==> src/rtl/lg_pkg.sv <==
// Package: shared encodings for the lock-bit access guard.
// Assumes 3-bit space codes and a 1-bit origin flag.
package lg_pkg;
    localparam logic [2:0] SP_CODE = 3'd0;
    localparam logic [2:0] SP_DATA = 3'd1;
    localparam logic [2:0] SP_USIG = 3'd2;
    localparam logic [2:0] SP_FSIG = 3'd3;
    localparam logic [2:0] SP_FUSE = 3'd4;
    localparam logic [2:0] SP_LOCK = 3'd5;

    localparam logic ORG_EXT = 1'b0;
    localparam logic ORG_SW  = 1'b1;

    typedef enum logic [1:0] {
        LVL_OPEN   = 2'd1,
        LVL_NOPROG = 2'd2,
        LVL_SEALED = 2'd3
    } lvl_e;
endpackage

==> src/rtl/lg_lock_store.sv <==
// Lock store: holds the lock bytes and applies clear-only writes and erase.
// Assumes erase has priority over a write in the same cycle. Reset loads
// the fresh-device value (all ones).
module lg_lock_store #(
    parameter int DATA_W    = 8,
    parameter int NUM_LOCKS = 2,
    parameter int SEL_W     = (NUM_LOCKS > 1) ? $clog2(NUM_LOCKS) : 1
) (
    input  logic                             clk,
    input  logic                             rst_n,
    input  logic                             erase_i,
    input  logic                             wr_en_i,
    input  logic [SEL_W-1:0]                 wr_sel_i,
    input  logic [DATA_W-1:0]                wr_data_i,
    output logic [NUM_LOCKS-1:0][DATA_W-1:0] lock_q
);
    for (genvar g = 0; g < NUM_LOCKS; g++) begin : g_lock
        // Update one lock byte: erase sets it to ones, a write may only clear bits.
        always_ff @(posedge clk) begin
            if (!rst_n) begin
                lock_q[g] <= '1;
            end else if (erase_i) begin
                lock_q[g] <= '1;
            end else if (wr_en_i && (wr_sel_i == SEL_W'(g))) begin
                lock_q[g] <= lock_q[g] & wr_data_i;
            end
        end

        // without an erase, no lock bit goes from 0 to 1.
        a_r8_clear_only: assert property (@(posedge clk) disable iff (!rst_n)
            !erase_i |=> ((lock_q[g] & ~$past(lock_q[g])) == '0));

        // an erase leaves the byte fully erased.
        a_r9_erase_restores: assert property (@(posedge clk) disable iff (!rst_n)
            erase_i |=> (lock_q[g] == '1));
    end
endmodule

==> src/rtl/lg_policy.sv <==
// Policy: derives the protection level from the lock bytes and decides
// grant or deny for the current request. Purely combinational.
// Assumes at least two lock bytes; byte 0 blocks programming and byte 1
// additionally seals array reads and debug.
module lg_policy
    import lg_pkg::*;
#(
    parameter int DATA_W    = 8,
    parameter int NUM_LOCKS = 2
) (
    input  logic [NUM_LOCKS-1:0][DATA_W-1:0] lock_q,
    input  logic                             valid_i,
    input  logic                             write_i,
    input  logic [2:0]                       space_i,
    input  logic                             origin_i,
    input  logic                             erase_i,
    output logic                             grant_o,
    output logic                             lock_wr_o,
    output lvl_e                             level_o,
    output logic                             dbg_en_o
);
    logic prog0;
    logic prog1;
    logic space_ok;
    logic array_space;

    // Classify lock bytes: any cleared bit counts as programmed.
    always_comb begin
        prog0 = (lock_q[0] != '1);
        prog1 = (lock_q[1] != '1);
    end

    // Map programmed bytes to a protection level; byte 1 alone also seals.
    always_comb begin
        if (prog1)      level_o = LVL_SEALED;
        else if (prog0) level_o = LVL_NOPROG;
        else            level_o = LVL_OPEN;
    end

    // Debug is permitted below the sealed level.
    always_comb dbg_en_o = (level_o != LVL_SEALED);

    // Decide grant from direction, origin, space and level.
    always_comb begin
        space_ok    = (space_i <= SP_LOCK);
        array_space = (space_i == SP_CODE) || (space_i == SP_DATA);
        grant_o     = 1'b0;
        if (valid_i && !erase_i && space_ok) begin
            if (write_i) begin
                if (space_i == SP_FSIG)     grant_o = 1'b0;
                else if (origin_i == ORG_SW) grant_o = 1'b1;
                else                        grant_o = (level_o == LVL_OPEN);
            end else begin
                grant_o = !(array_space && (origin_i == ORG_EXT) &&
                            (level_o == LVL_SEALED));
            end
        end
    end

    // Forward granted lock-byte writes to the store.
    always_comb lock_wr_o = grant_o && write_i && (space_i == SP_LOCK);
endmodule

==> src/rtl/lg_resp_stage.sv <==
// Response stage: registers grant, read data and the erase pulse.
// Assumes the decision and data arrive in the request cycle; the answer
// appears one cycle later.
module lg_resp_stage
    import lg_pkg::*;
#(
    parameter int          DATA_W     = 8,
    parameter logic [7:0]  DENY_VALUE = 8'h00
) (
    input  logic              clk,
    input  logic              rst_n,
    input  logic              valid_i,
    input  logic              write_i,
    input  logic [2:0]        space_i,
    input  logic              grant_i,
    input  logic [DATA_W-1:0] array_data_i,
    input  logic [DATA_W-1:0] lock_data_i,
    input  logic              erase_i,
    output logic              rsp_valid_o,
    output logic              rsp_grant_o,
    output logic [DATA_W-1:0] rsp_rdata_o,
    output logic              erase_pulse_o
);
    localparam logic [DATA_W-1:0] DENY_W = DATA_W'(DENY_VALUE);

    logic [DATA_W-1:0] data_next;

    // Pick the returned byte: fixed value for denied or write, else source.
    always_comb begin
        if (!grant_i || write_i)     data_next = DENY_W;
        else if (space_i == SP_LOCK) data_next = lock_data_i;
        else                         data_next = array_data_i;
    end

    // Register the response and the erase pulse.
    always_ff @(posedge clk) begin
        if (!rst_n) begin
            rsp_valid_o   <= 1'b0;
            rsp_grant_o   <= 1'b0;
            rsp_rdata_o   <= DENY_W;
            erase_pulse_o <= 1'b0;
        end else begin
            rsp_valid_o   <= valid_i;
            rsp_grant_o   <= valid_i && grant_i;
            rsp_rdata_o   <= valid_i ? data_next : DENY_W;
            erase_pulse_o <= erase_i;
        end
    end

    // every request is answered in the next cycle, and only then.
    a_r2_answer_next: assert property (@(posedge clk) disable iff (!rst_n)
        valid_i |=> rsp_valid_o);
    a_r2_no_spurious: assert property (@(posedge clk) disable iff (!rst_n)
        !valid_i |=> !rsp_valid_o);

    // a denied response never carries array data.
    a_r7_deny_value: assert property (@(posedge clk) disable iff (!rst_n)
        (valid_i && !grant_i) |=> (rsp_rdata_o == DENY_W));

    // erase pulse lasts one cycle for a one-cycle request.
    a_r9_pulse_once: assert property (@(posedge clk) disable iff (!rst_n)
        (erase_i && !$past(erase_i)) |=> erase_pulse_o);
endmodule

==> src/rtl/lockguard_top.sv <==
// Lock-bit access guard top: joins lock store, policy and response stage.
// Assumes single-cycle requests and a power-on reset; lock registers stand
// in for nonvolatile cells.
module lockguard_top
    import lg_pkg::*;
#(
    parameter int         DATA_W     = 8,
    parameter logic [7:0] DENY_VALUE = 8'h00
) (
    input  logic              clk,
    input  logic              rst_n,
    input  logic              req_valid,
    input  logic              req_write,
    input  logic [2:0]        req_space,
    input  logic              req_origin,
    input  logic              req_sel,
    input  logic [DATA_W-1:0] req_wdata,
    input  logic [DATA_W-1:0] req_rdata,
    input  logic              chip_erase,
    output logic              rsp_valid,
    output logic              rsp_grant,
    output logic [DATA_W-1:0] rsp_rdata,
    output logic              erase_arrays,
    output logic              dbg_en
);
    localparam int NUM_LOCKS = 2;
    localparam int SEL_W     = $clog2(NUM_LOCKS);

    logic [NUM_LOCKS-1:0][DATA_W-1:0] lock_q;
    logic              grant;
    logic              lock_wr;
    lvl_e              level;
    logic [DATA_W-1:0] lock_sel_data;

    lg_lock_store #(.DATA_W(DATA_W), .NUM_LOCKS(NUM_LOCKS), .SEL_W(SEL_W)) u_store (
        .clk       (clk),
        .rst_n     (rst_n),
        .erase_i   (chip_erase),
        .wr_en_i   (lock_wr),
        .wr_sel_i  (req_sel),
        .wr_data_i (req_wdata),
        .lock_q    (lock_q)
    );

    lg_policy #(.DATA_W(DATA_W), .NUM_LOCKS(NUM_LOCKS)) u_policy (
        .lock_q    (lock_q),
        .valid_i   (req_valid),
        .write_i   (req_write),
        .space_i   (req_space),
        .origin_i  (req_origin),
        .erase_i   (chip_erase),
        .grant_o   (grant),
        .lock_wr_o (lock_wr),
        .level_o   (level),
        .dbg_en_o  (dbg_en)
    );

    // Select the addressed lock byte for lock-space reads.
    always_comb lock_sel_data = lock_q[req_sel];

    lg_resp_stage #(.DATA_W(DATA_W), .DENY_VALUE(DENY_VALUE)) u_resp (
        .clk           (clk),
        .rst_n         (rst_n),
        .valid_i       (req_valid),
        .write_i       (req_write),
        .space_i       (req_space),
        .grant_i       (grant),
        .array_data_i  (req_rdata),
        .lock_data_i   (lock_sel_data),
        .erase_i       (chip_erase),
        .rsp_valid_o   (rsp_valid),
        .rsp_grant_o   (rsp_grant),
        .rsp_rdata_o   (rsp_rdata),
        .erase_pulse_o (erase_arrays)
    );

    // an external array read at the sealed level is refused.
    a_r5_sealed_array_read: assert property (@(posedge clk) disable iff (!rst_n)
        (req_valid && !req_write && (req_origin == ORG_EXT) &&
         ((req_space == SP_CODE) || (req_space == SP_DATA)) &&
         (lock_q[1] != '1)) |=> (rsp_valid && !rsp_grant));

    // no external write passes once any lock byte is programmed.
    a_r4_ext_write_blocked: assert property (@(posedge clk) disable iff (!rst_n)
        (req_valid && req_write && (req_origin == ORG_EXT) &&
         (level != LVL_OPEN)) |=> !rsp_grant);

    // software writes outside the factory signature always pass.
    a_r6_sw_write_pass: assert property (@(posedge clk) disable iff (!rst_n)
        (req_valid && req_write && (req_origin == ORG_SW) && !chip_erase &&
         (req_space <= SP_LOCK) && (req_space != SP_FSIG)) |=> rsp_grant);

    // factory signature is never programmed.
    a_r10_fsig_ro: assert property (@(posedge clk) disable iff (!rst_n)
        (req_valid && req_write && (req_space == SP_FSIG)) |=> !rsp_grant);
endmodule

==> config.mk <==
export PLATFORM = sky130hd
export DESIGN_NAME = lockguard_top
export DESIGN_NICKNAME = d
export VERILOG_FILES = /design/src/rtl/lg_pkg.sv /design/src/rtl/lg_lock_store.sv /design/src/rtl/lg_policy.sv /design/src/rtl/lg_resp_stage.sv /design/src/rtl/lockguard_top.sv
export SDC_FILE = /design/constraint.sdc
export NUM_CORES = 1
export LEC_CHECK = 0
export BUFFER_PORTS_ARGS = -buffer_cell sky130_fd_sc_hd__buf_2
export CELL_PAD_IN_SITES_DETAIL_PLACEMENT = 0
export CELL_PAD_IN_SITES_GLOBAL_PLACEMENT = 1
export CORE_MARGIN = 2
export CORE_UTILIZATION = 34
export CTS_CLUSTER_DIAMETER = 60
export CTS_CLUSTER_SIZE = 25
export DETAILED_ROUTE_END_ITERATION = 8
export PLACE_DENSITY = 0.79
export SYNTH_ARGS = -nofsm -noshare
export SYNTH_HDL_FRONTEND = slang
export SYNTH_SLANG_ARGS = --single-unit
==> constraint.sdc <==
create_clock -name clk -period 1.6 [get_ports clk]
set_input_delay 0.24 -clock clk [delete_from_list [all_inputs] [get_ports clk]]
set_output_delay 0.24 -clock clk [all_outputs]
set_load 0.02 [all_outputs]
==> results.txt, run 1 <==
Routed WL: 2880 um
ratio of cells with drive above 1 in the final layout: 37.7%
routed vias/inst: 5.08
fin crit share: 92.4%
number of nets in the layout: 194
Starting Density: 34.8%
worst setup margin: 0.121 ns
post-synth top area share: 42.7%
Crit Path Class: reg2out
total number of vias: 1092
Register Area: 546 sq um
drt pass-1 iters: 4
status: finished clean
post-DP HPWL: 2110 um
routed length per instance: 13.4 um
CP Max Fanout: 3
max-slew violation count: 0
area leader, netlist: dfxtp_1
Worst-Margin Slew: 0.588 ns
Fillers: 408
Max-Cap Viols: 0
Die ar.: 4230 sq um
Crit-path slowest cell: dfxtp_2
Area contributors post-synth: dfxtp_1, a211oi_2, nor2_1
post-synthesis sequential element count: 27
post-route minimum period: 1.48 ns
post-synthesis sequential area ratio: 42.7%
area of the multi-input gates: 678 sq um
CP arrival: 1.24 ns
CTS buffer count: 3
core area: 3630 sq um
Post-CTS Setup Repair Bufs: 0
Crit. End Element: primary output
post-route design area: 1570 sq um
CTS tree: yes
placed cell areas: 1510 sq um
Cell Rows: 22
Buf+Inv Stages, Crit Path: 2
Layout Skew: 0.00372 ns
VDD IR max: 0.000310 V
Skew-Pair Late Insertion Delay: 0.28 ns
largest net degree at the start of global routing: 25
HP Class: in2reg
first-pass GRT wire length: 4740 um
GRT Util Overall: 14.6%
vias in the first global route: 1021
critical path's largest stage delay: 0.36 ns
commonest non-fill, non-tap cell in the layout: buf_2
max_slew headroom: 60.8%
Iteration-0 DRC Markers: 41
DRT antenna net count: 0
utilization after layout: 43.1%
io pins: 38
Die Y: 65.0 um
Bufs on Longest Clock Path: 2
root buffer selected by CTS: clkbuf_8
Port-buffer cells: 37
antenna violations before repair: 0
Post-Synthesis Cells: 132
Hold Slack: 0.195 ns
total congestion overflow: 0
Startpoint Class: flop
setup violators final: 0
Top delay family on crit path: simple AND/OR/NAND/NOR gates
Cell variety after synth: 26
Yosys warnings: 0
DRC viols: 0
Area growth syn-to-layout: 23.8%
RSZ-0062 raised after global routing: no
most frequent cells in the layout: buf_2, nor2_1, dfxtp_1
Mean Syn Cell Area: 9.59 sq um
DP Worst Slack: 0.0320 ns
setup tns final: 0 ns
Net Count, Synth: 158
Mapped Area: 1270 sq um
Req. time, crit path: 1.36 ns
hold buffers post-CTS: 0
GPL Wtd Cong: 0.751
Fmax: 676 MHz
critical path, cell by cell: nand4_1 > or2_4 > inv_1 > buf_2
antenna cells: 0
Reg clk slew, reported paths: 0.09 ns
clk sinks: 27
Lkg Pwr: 0.670 nW
Die Width: 65.0 um
final hold vios: 0
H-Tree Level Count: 1
Power Density: 780 nW/um^2
==> per-stage QoR <==
step                power, mW  cells
finish                   1.22    215
global route             1.27    215
CTS                      1.24    215
detailed placement      0.840    211
global placement        0.837    211
floorplan               0.780    132
==> layout make-up <==
class | instances | share of cell area (%)
Timing Repair Buffer | 41 | 14.5
Multi-Input combinational cell | 93 | 43.3
Clock buffer | 3 | 2.63
Sequential cell | 27 | 34.8
Tap cell | 48 | 3.83
Clock inverter | 1 | 0.479
Inverter | 2 | 0.479
==> synth_stat cells <==
library cell and instances:
nor4b_1 8, o31ai_4 1, a211oi_2 8, buf_2 1, and4b_4 1, nand4_1 4
and2_1 2, and3b_2 1, nor2b_1 2, dfxtp_1 27, clkbuf_1 7, nand3_1 2
a21oi_1 16, or2_2 1, and4b_1 8, and3_1 1, a211o_4 2, mux2i_1 8
nor3_1 1, buf_1 1, nor2_1 24, o21a_1 1, nand2_1 1, nand2b_1 1
buf_4 1, inv_1 2
==> kinds of logic (layout without fill, tap and decap cells) <==
kind of cell    count (synthesis)  count (layout)  synth area share [%]
simple gates                   57              57                  27.8
mux                             8               8                  6.32
flops                          27              27                  42.7
buf+inv                        12              47                  3.95
compound gates                 28              28                  19.3
==> layer usage <==
layer	GRT usage, %	part of all wire, %	up-vias
li1	-	-	551
met1	19.7	48	507
met2	22.8	44	29
met3	1.74	5.3	5
met4	7.81	2.3	0
met5	0	0	-
==> where the power goes <==
| part | switching (mW) | internal [mW] |
|---|---|---|
| Sequential | 0.00227 | 0.679 |
| Clock | 0.221 | 0.177 |
| Combinational | 0.0791 | 0.0639 |
==> final timing paths <==
check | slack [ns] | start | cells after the start | endpoint
setup / recovery | 0.12 | u_store.lock_q[12] | 4 | dbg_en
hold / removal | 0.20 | chip_erase | 2 | u_resp.erase_pulse_o
setup reg to reg | 0.18 | u_store.lock_q[12] | 5 | u_store.lock_q[13]
hold reg to reg | 0.51 | u_store.lock_q[10] | 2 | u_store.lock_q[10]
==> flip-flops by register name, summed over array words and instances, names as in the netlist <==
| signal | flops |
|---|---|
| u_resp.rsp_grant_o | 1 |
| u_resp.rsp_rdata_o | 8 |
| u_resp.erase_pulse_o | 1 |
| u_store.lock_q | 16 |
| u_resp.rsp_valid_o | 1 |
==> timing repair <==
action | 4_1_cts | 5_1_grt
gates resized for setup | 1 | 4
setup endpoints to repair | 1 | 2
pin swaps | 0 | 0
endpoints found under the hold margin | 0 | 0
Note: power is estimated with default switching activity, not from simulation.
==> inputs of run 2 (changes only) <==
--- a/config.mk
+++ b/config.mk
@@ -14,6 +14,7 @@
 export CTS_CLUSTER_SIZE = 25
 export DETAILED_ROUTE_END_ITERATION = 8
 export PLACE_DENSITY = 0.79
+export REMOVE_ABC_BUFFERS = 1
 export SYNTH_ARGS = -nofsm -noshare
 export SYNTH_HDL_FRONTEND = slang
 export SYNTH_SLANG_ARGS = --single-unit
==> run 2 against run 1 <==
Effect of this change:
- clock skew is essentially flat
- routed wire length fell by 1.0%
- die area unchanged
- combinational power about the same
- utilization down 0.31 points
- cell area decreased by 0.72%
- clock power shrank 5.3%
- register-to-register slack is essentially flat
- hold slack improved by 0.0039 ns
- critical path type unchanged
- critical endpoint unchanged
==> results.txt, run 2 (same netlist as run 1, synthesis figures left out) <==
ratio of cells with drive above 1 in the final layout: 36.3% (-1.4 points)
Cell Rows: 22 (unchanged)
Worst R2R Start: u_store.lock_q[12]
Worst Setup SP: u_store.lock_q[12]
Port-buffer cells: 37 (unchanged)
Die ar.: 4230 sq um (unchanged)
CP arrival: 1.24 ns (about the same)
end of the worst register-to-register path: u_resp.rsp_grant_o
routed vias/inst: 4.99 (-1.7%)
Largest register FFs: 16 (unchanged)
Startpoint Class: flop
total number of vias: 1078 (-1.3%)
reg2reg setup slack: 0.17 ns (about the same)
DRT antenna net count: 0 (unchanged)
biggest regs: u_store.lock_q (16), u_resp.rsp_rdata_o (8)
root buffer selected by CTS: clkbuf_8
VDD IR max: 0.000306 V (-1.3%)
Fmax: 677 MHz (+0.11%)
Layout Skew: 0.00387 ns (+0.000156 ns)
Lkg Pwr: 0.670 nW (about the same)
first-pass GRT wire length: 4610 um (-2.8%)
status: finished clean
number of nets in the layout: 195 (+0.52%)
commonest non-fill, non-tap cell in the layout: buf_2
final hold vios: 0 (unchanged)
Die Y: 65.0 um (unchanged)
min-delay src: chip_erase
max_slew headroom: 60.6% (-0.22 points)
Req. time, crit path: 1.36 ns (about the same)
H-Tree Level Count: 1 (unchanged)
Non-Filler Instances: 216 (+0.47%)
antenna cells: 0 (unchanged)
DRC viols: 0 (unchanged)
setup violators final: 0 (unchanged)
Starting Density: 34.8% (unchanged)
area of the multi-input gates: 678 sq um (unchanged)
GPL Wtd Cong: 0.767 (+2.2%)
utilization after layout: 42.8% (-0.31 points)
GRT Util Overall: 14.3% (-0.29 points)
CTS buffer count: 3 (unchanged)
Worst-Margin Slew: 0.591 ns (+0.00332 ns)
fin crit share: 92.3% (-0.10 points)
routed length per instance: 13.2 um (-1.5%)
post-CTS sizing: 0 (-1)
core area: 3630 sq um (unchanged)
hold buffers post-CTS: 0 (unchanged)
post-DP HPWL: 2070 um (-1.7%)
setup tns final: 0 ns (unchanged)
most frequent cells in the layout: buf_2, dfxtp_1, nor2_1
Register Area: 543 sq um (-0.46%)
Placed Instances: 212 (+0.47%)
Routed WL: 2850 um (-1.0%)
Post-CTS Setup Repair Bufs: 0 (unchanged)
Die Width: 65.0 um (unchanged)
antenna violations before repair: 0 (unchanged)
RSZ-0062 raised after global routing: no
CTS tree: yes
Crit Path Class: reg2out
Reg clk slew, reported paths: 0.09 ns (about the same)
post-route minimum period: 1.48 ns (-0.00162 ns)
Iteration-0 DRC Markers: 57 (+39%)
io pins: 38 (unchanged)
Area growth syn-to-layout: 22.9%
Hold Path Sink: u_resp.erase_pulse_o
vias in the first global route: 984 (-3.6%)
Bufs on Longest Clock Path: 2 (unchanged)
Crit. End Element: primary output
HP Class: in2reg
CP Max Fanout: 3 (unchanged)
drt pass-1 iters: 4 (unchanged)
Max-Cap Viols: 0 (unchanged)
max-slew violation count: 0 (unchanged)
Power Density: 771 nW/um^2 (-1.2%)
Fillers: 405 (-0.74%)
clk sinks: 27 (unchanged)
total congestion overflow: 0 (unchanged)
largest net degree at the start of global routing: 25 (unchanged)
Hold Crit Depth: 2 (unchanged)
FF-to-FF path depth: 5 (unchanged)
Pwr Total: 1.20 mW (-1.9%)
largest reg by FF count: u_store.lock_q
Skew-Pair Late Insertion Delay: 0.27 ns (about the same)
-- run 2: worst max path at each step --
stage	end	slack, ns
final	dbg_en	0.12
after global routing	dbg_en	0.07
after CTS	dbg_en	0.04
after detailed placement	u_resp.rsp_rdata_o[6]	0.03
after global placement	u_store.lock_q[2]	0.06
after floorplan	u_store.lock_q[12]	0.10
-- run 2: metrics by stage --
step                hold slack [ns]  setup slack [ns]  instance area (sq um)
CTS                           0.196            0.0371                   1550
detailed placement            0.478            0.0260                   1510
global placement              0.467            0.0557                   1510
global route                  0.209            0.0743                   1560
finish                        0.199             0.123                   1560
floorplan                     0.362             0.105                   1220
-- run 2: worst max-delay path, stage by stage (launching register included) --
cell	delay (ns)
dfxtp_1	0.38
nand4_1	0.11
or2_4	0.28
inv_1	0.05
buf_2	0.15
-- run 2: where the power goes --
part	switching (mW)	internal [mW]	leakage (nW)
clock	0.199	0.178	0.0228
sequential	0.00221	0.679	0.218
combinational	0.0791	0.0630	0.429
-- run 2: area by class of cell --
class,count,area share [%]
timing repair buffer,42,14.3
sequential,27,34.9
inverter,2,0.482
clock buffer,4,2.89
multi-input combinational,93,43.6
tap,48,3.86
-- run 2: routing by layer --
layer	vias to the layer above	share of wire, %	global-route usage [%]
met5	-	0	0
met4	0	1.6	7.03
met3	4	5.0	1.74
met2	31	47	23.1
met1	489	47	19.0
li1	554	-	-
==> inputs of run 3 (changes only) <==
--- a/config.mk
+++ b/config.mk
@@ -5,16 +5,16 @@
 export SDC_FILE = /design/constraint.sdc
 export NUM_CORES = 1
 export LEC_CHECK = 0
+export ABC_AREA = 1
 export BUFFER_PORTS_ARGS = -buffer_cell sky130_fd_sc_hd__buf_2
 export CELL_PAD_IN_SITES_DETAIL_PLACEMENT = 0
 export CELL_PAD_IN_SITES_GLOBAL_PLACEMENT = 1
 export CORE_MARGIN = 2
-export CORE_UTILIZATION = 34
+export CORE_UTILIZATION = 31
 export CTS_CLUSTER_DIAMETER = 60
 export CTS_CLUSTER_SIZE = 25
 export DETAILED_ROUTE_END_ITERATION = 8
-export PLACE_DENSITY = 0.79
-export REMOVE_ABC_BUFFERS = 1
+export PLACE_DENSITY = 0.77
 export SYNTH_ARGS = -nofsm -noshare
 export SYNTH_HDL_FRONTEND = slang
 export SYNTH_SLANG_ARGS = --single-unit
==> constraint.sdc (replaced) <==
create_clock -name clk -period 1.6 [get_ports clk]
set_input_delay 0.32 -clock clk [delete_from_list [all_inputs] [get_ports clk]]
set_output_delay 0.32 -clock clk [all_outputs]
set_load 0.02 [all_outputs]
==> run 3 against run 2 <==
Effect of this change:
- synthesized area fell by 8.2%
- cell area fell by 0.72%
- clock skew rose by 0.0020 ns
- non-clock buffer count stayed put
- global-route usage fell by 1.1 points
- count of clock-buffer cells in the layout down 1
- die area increased by 0.65%
- critical endpoint is now u_store.lock_q[8]
- largest cell class is now sequential cells
- largest power group unchanged
==> results.txt, run 3 <==
Bufs on Longest Clock Path: 2 (unchanged)
Net Count, Synth: 177
Power Density: 774 nW/um^2 (+0.31%)
Reg clk slew, reported paths: 0.10 ns (about the same)
routed vias/inst: 4.37 (-12%)
total number of vias: 1063 (-1.4%)
Placed Instances: 238 (+12%)
vias in the first global route: 996 (+1.2%)
Req. time, crit path: 1.77 ns (+0.41 ns)
Register Area: 554 sq um (+2.1%)
max_slew headroom: 68.0% (+7.4 points)
min-delay src: req_valid
Lkg Pwr: 0.861 nW (+28%)
setup tns final: 0 ns (unchanged)
post-synthesis sequential element count: 27 (unchanged)
Iteration-0 DRC Markers: 25 (-56%)
area leader, netlist: dfxtp_1
Crit Path Class: reg2reg
antenna cells: 0 (unchanged)
Crit-path slowest cell: dfxtp_1
status: finished clean
Post-synth EDFFs: 0 (unchanged)
Cell variety after synth: 17 (-35%)
Yosys warnings: 0 (unchanged)
Area growth syn-to-layout: 32.9%
Mapped Area: 1160 sq um (-8.2%)
drt pass-1 iters: 4 (unchanged)
FF-to-FF path depth: 9 (+4)
hold buffers post-CTS: 0 (unchanged)
Max-Cap Viols: 0 (unchanged)
H-Tree Level Count: 1 (unchanged)
Die ar.: 4260 sq um (+0.65%)
largest reg by FF count: u_store.lock_q
synth cell count leaders: nand2_1, dfxtp_1, inv_1
Die Y: 65.2 um (+0.32%)
DRT antenna net count: 0 (unchanged)
routed length per instance: 10.9 um (-18%)
max-slew violation count: 0 (unchanged)
GRT Util Overall: 13.2% (-1.1 points)
DRC viols: 0 (unchanged)
clk sinks: 27 (unchanged)
Most Frequent Cell on Critical Path: nand2_1
commonest non-fill, non-tap cell in the layout: nand2_1
XOR/XNOR Fraction of Synth Area: 0% (unchanged)
CP arrival: 1.63 ns (+0.39 ns)
largest net degree at the start of global routing: 17 (-32%)
adder-cell share of the synthesized area: 0% (unchanged)
worst setup margin: 0.134 ns (+0.0119 ns)
Layout Skew: 0.00584 ns (+0.00197 ns)
post-route design area: 1550 sq um (-0.72%)
Synth Area in Compound Gates: 20.5% (+1.2 points)
Synth Flop Type: dfxtp_1
ys async rst share: 0% (unchanged)
io pins: 38 (unchanged)
DP Worst Slack: 0.0725 ns (+0.0466 ns)
Starting Density: 32.0% (-2.9 points)
Area contributors post-synth: dfxtp_1, nand2_1, o21bai_1
Mean Syn Cell Area: 7.70 sq um (-20%)
simple-gate area share of the yosys netlist: 23.7% (-4.1 points)
Hold Slack: 0.246 ns (+0.0467 ns)
utilization after layout: 42.5% (-0.31 points)
Crit. End Element: flop
CTS buffer count: 3 (unchanged)
Post-Synthesis Cells: 151 (+14%)
end of the worst register-to-register path: u_store.lock_q[8]
placed cell areas: 1440 sq um (-4.2%)
post-synth top area share: 46.5% (+3.8 points)
setup violators final: 0 (unchanged)
CP Max Fanout: 8 (+5)
Port-buffer cells: 37 (unchanged)
Cell Rows: 22 (unchanged)
critical path's largest stage delay: 0.34 ns (-0.04 ns)
post-route minimum period: 1.47 ns (-0.0119 ns)
post-DP HPWL: 2020 um (-2.6%)
root buffer selected by CTS: clkbuf_8
HP Class: in2reg
Worst-Margin Slew: 0.479 ns (-0.112 ns)
fin crit share: 91.6% (-0.74 points)
Startpoint Class: flop
first-pass GRT wire length: 4330 um (-6.1%)
GPL Wtd Cong: 0.765 (-0.35%)
Die Width: 65.2 um (+0.32%)
biggest regs: u_store.lock_q (16), u_resp.rsp_rdata_o (8)
VDD IR max: 0.000261 V (-15%)
largest family of logic cells by synthesized area: simple AND/OR/NAND/NOR gates
Skew-Pair Late Insertion Delay: 0.27 ns (about the same)
critical path, cell by cell: nand2_1 > nor2_2 > nand2_1 > o21ai_1 > nand2_1 > nand2_2 > nand4_4 > o21bai_1 > nand2_1
RSZ-0062 raised after global routing: yes
Routed WL: 2650 um (-7.3%)
Fmax: 682 MHz (+0.81%)
number of nets in the layout: 222 (+14%)
mux contribution to synthesized area: 0% (-6.3 points)
area of the multi-input gates: 546 sq um (-20%)
ratio of cells with drive above 1 in the final layout: 36.4% (+0.10 points)
post-synthesis sequential area ratio: 46.5% (+3.8 points)
Non-Filler Instances: 243 (+13%)
Largest register FFs: 16 (unchanged)
reg2reg setup slack: 0.13 ns (-0.04 ns)
Hold Path Sink: u_resp.rsp_valid_o
total congestion overflow: 0 (unchanged)
CTS tree: yes
final hold vios: 0 (unchanged)
Hold Crit Depth: 3 (+1)
antenna violations before repair: 0 (unchanged)
Worst R2R Start: u_store.lock_q[5]
top-count cell post-synth: nand2_1
Pwr Total: 1.20 mW (-0.42%)
most frequent cells in the layout: nand2_1, buf_2, inv_1
Fillers: 381 (-5.9%)
core area: 3630 sq um (unchanged)
[run 3: cell types whose count changed after synthesis, moves of 16 or more]
cell | previous run | this run
o21bai_1 | 0 | 16
inv_1 | 2 | 26
nor2_1 | 24 | 6
nand2_1 | 1 | 46
[run 3: worst max-delay path by stage]
stage | startpoint | to | slack [ns] | depth (start not counted)
after floorplan | u_store.lock_q[14] | u_store.lock_q[0] | 0.30 | 9
after global placement | u_store.lock_q[8] | u_store.lock_q[2] | 0.08 | 9
after detailed placement | u_store.lock_q[15] | u_store.lock_q[1] | 0.07 | 9
after CTS | u_store.lock_q[15] | u_store.lock_q[1] | 0.05 | 9
after global routing | u_store.lock_q[11] | u_store.lock_q[8] | -0.003 | 9
final | u_store.lock_q[5] | u_store.lock_q[8] | 0.13 | 9
[run 3: cells by family (layout without fill, tap and decap cells)]
family,count (synthesis),in the layout
and+or+nand+nor,61,61
AOI/OAI and AO/OA,34,34
buffers and inverters,29,73
DFF,27,27
[run 3: power by group]
part	switching [mW]	total, mW	leakage [nW]	internal, mW
logic	0.0728	0.122	0.626	0.0492
registers	0.00147	0.680	0.213	0.678
clock network	0.217	0.394	0.0217	0.177
[run 3: worst max-delay path, delay by kind of cell, from the launching register on]
kind	cells	cell delay [ns]
AND/OR/NAND/NOR	7	0.71
flip-flops	1	0.34
AO/OA/AOI/OAI	2	0.31
[run 3: metal layers]
metal	GRT usage [%]	vias up	wire length (um)
met5	0	-	0
met4	5.47	0	27
met3	2.05	3	113
met2	22.4	32	1190
met1	16.6	460	1320
li1	-	568	-
[run 3: repair_timing]
action / CTS / global route
gates resized for setup: 0 / 19
endpoints found under the hold margin: 0 / 0
endpoints found under the setup margin: 0 / 16
setup buffers: 0 / 1
[run 3: final cells by class]
type	count	share of cell area, %
clock inverters	1	0.486
inverters	27	6.56
flip-flops and latches	27	35.9
well taps	48	3.89
repair buffers	42	15.2
clock buffers	3	2.67
multi-input cells	95	35.3
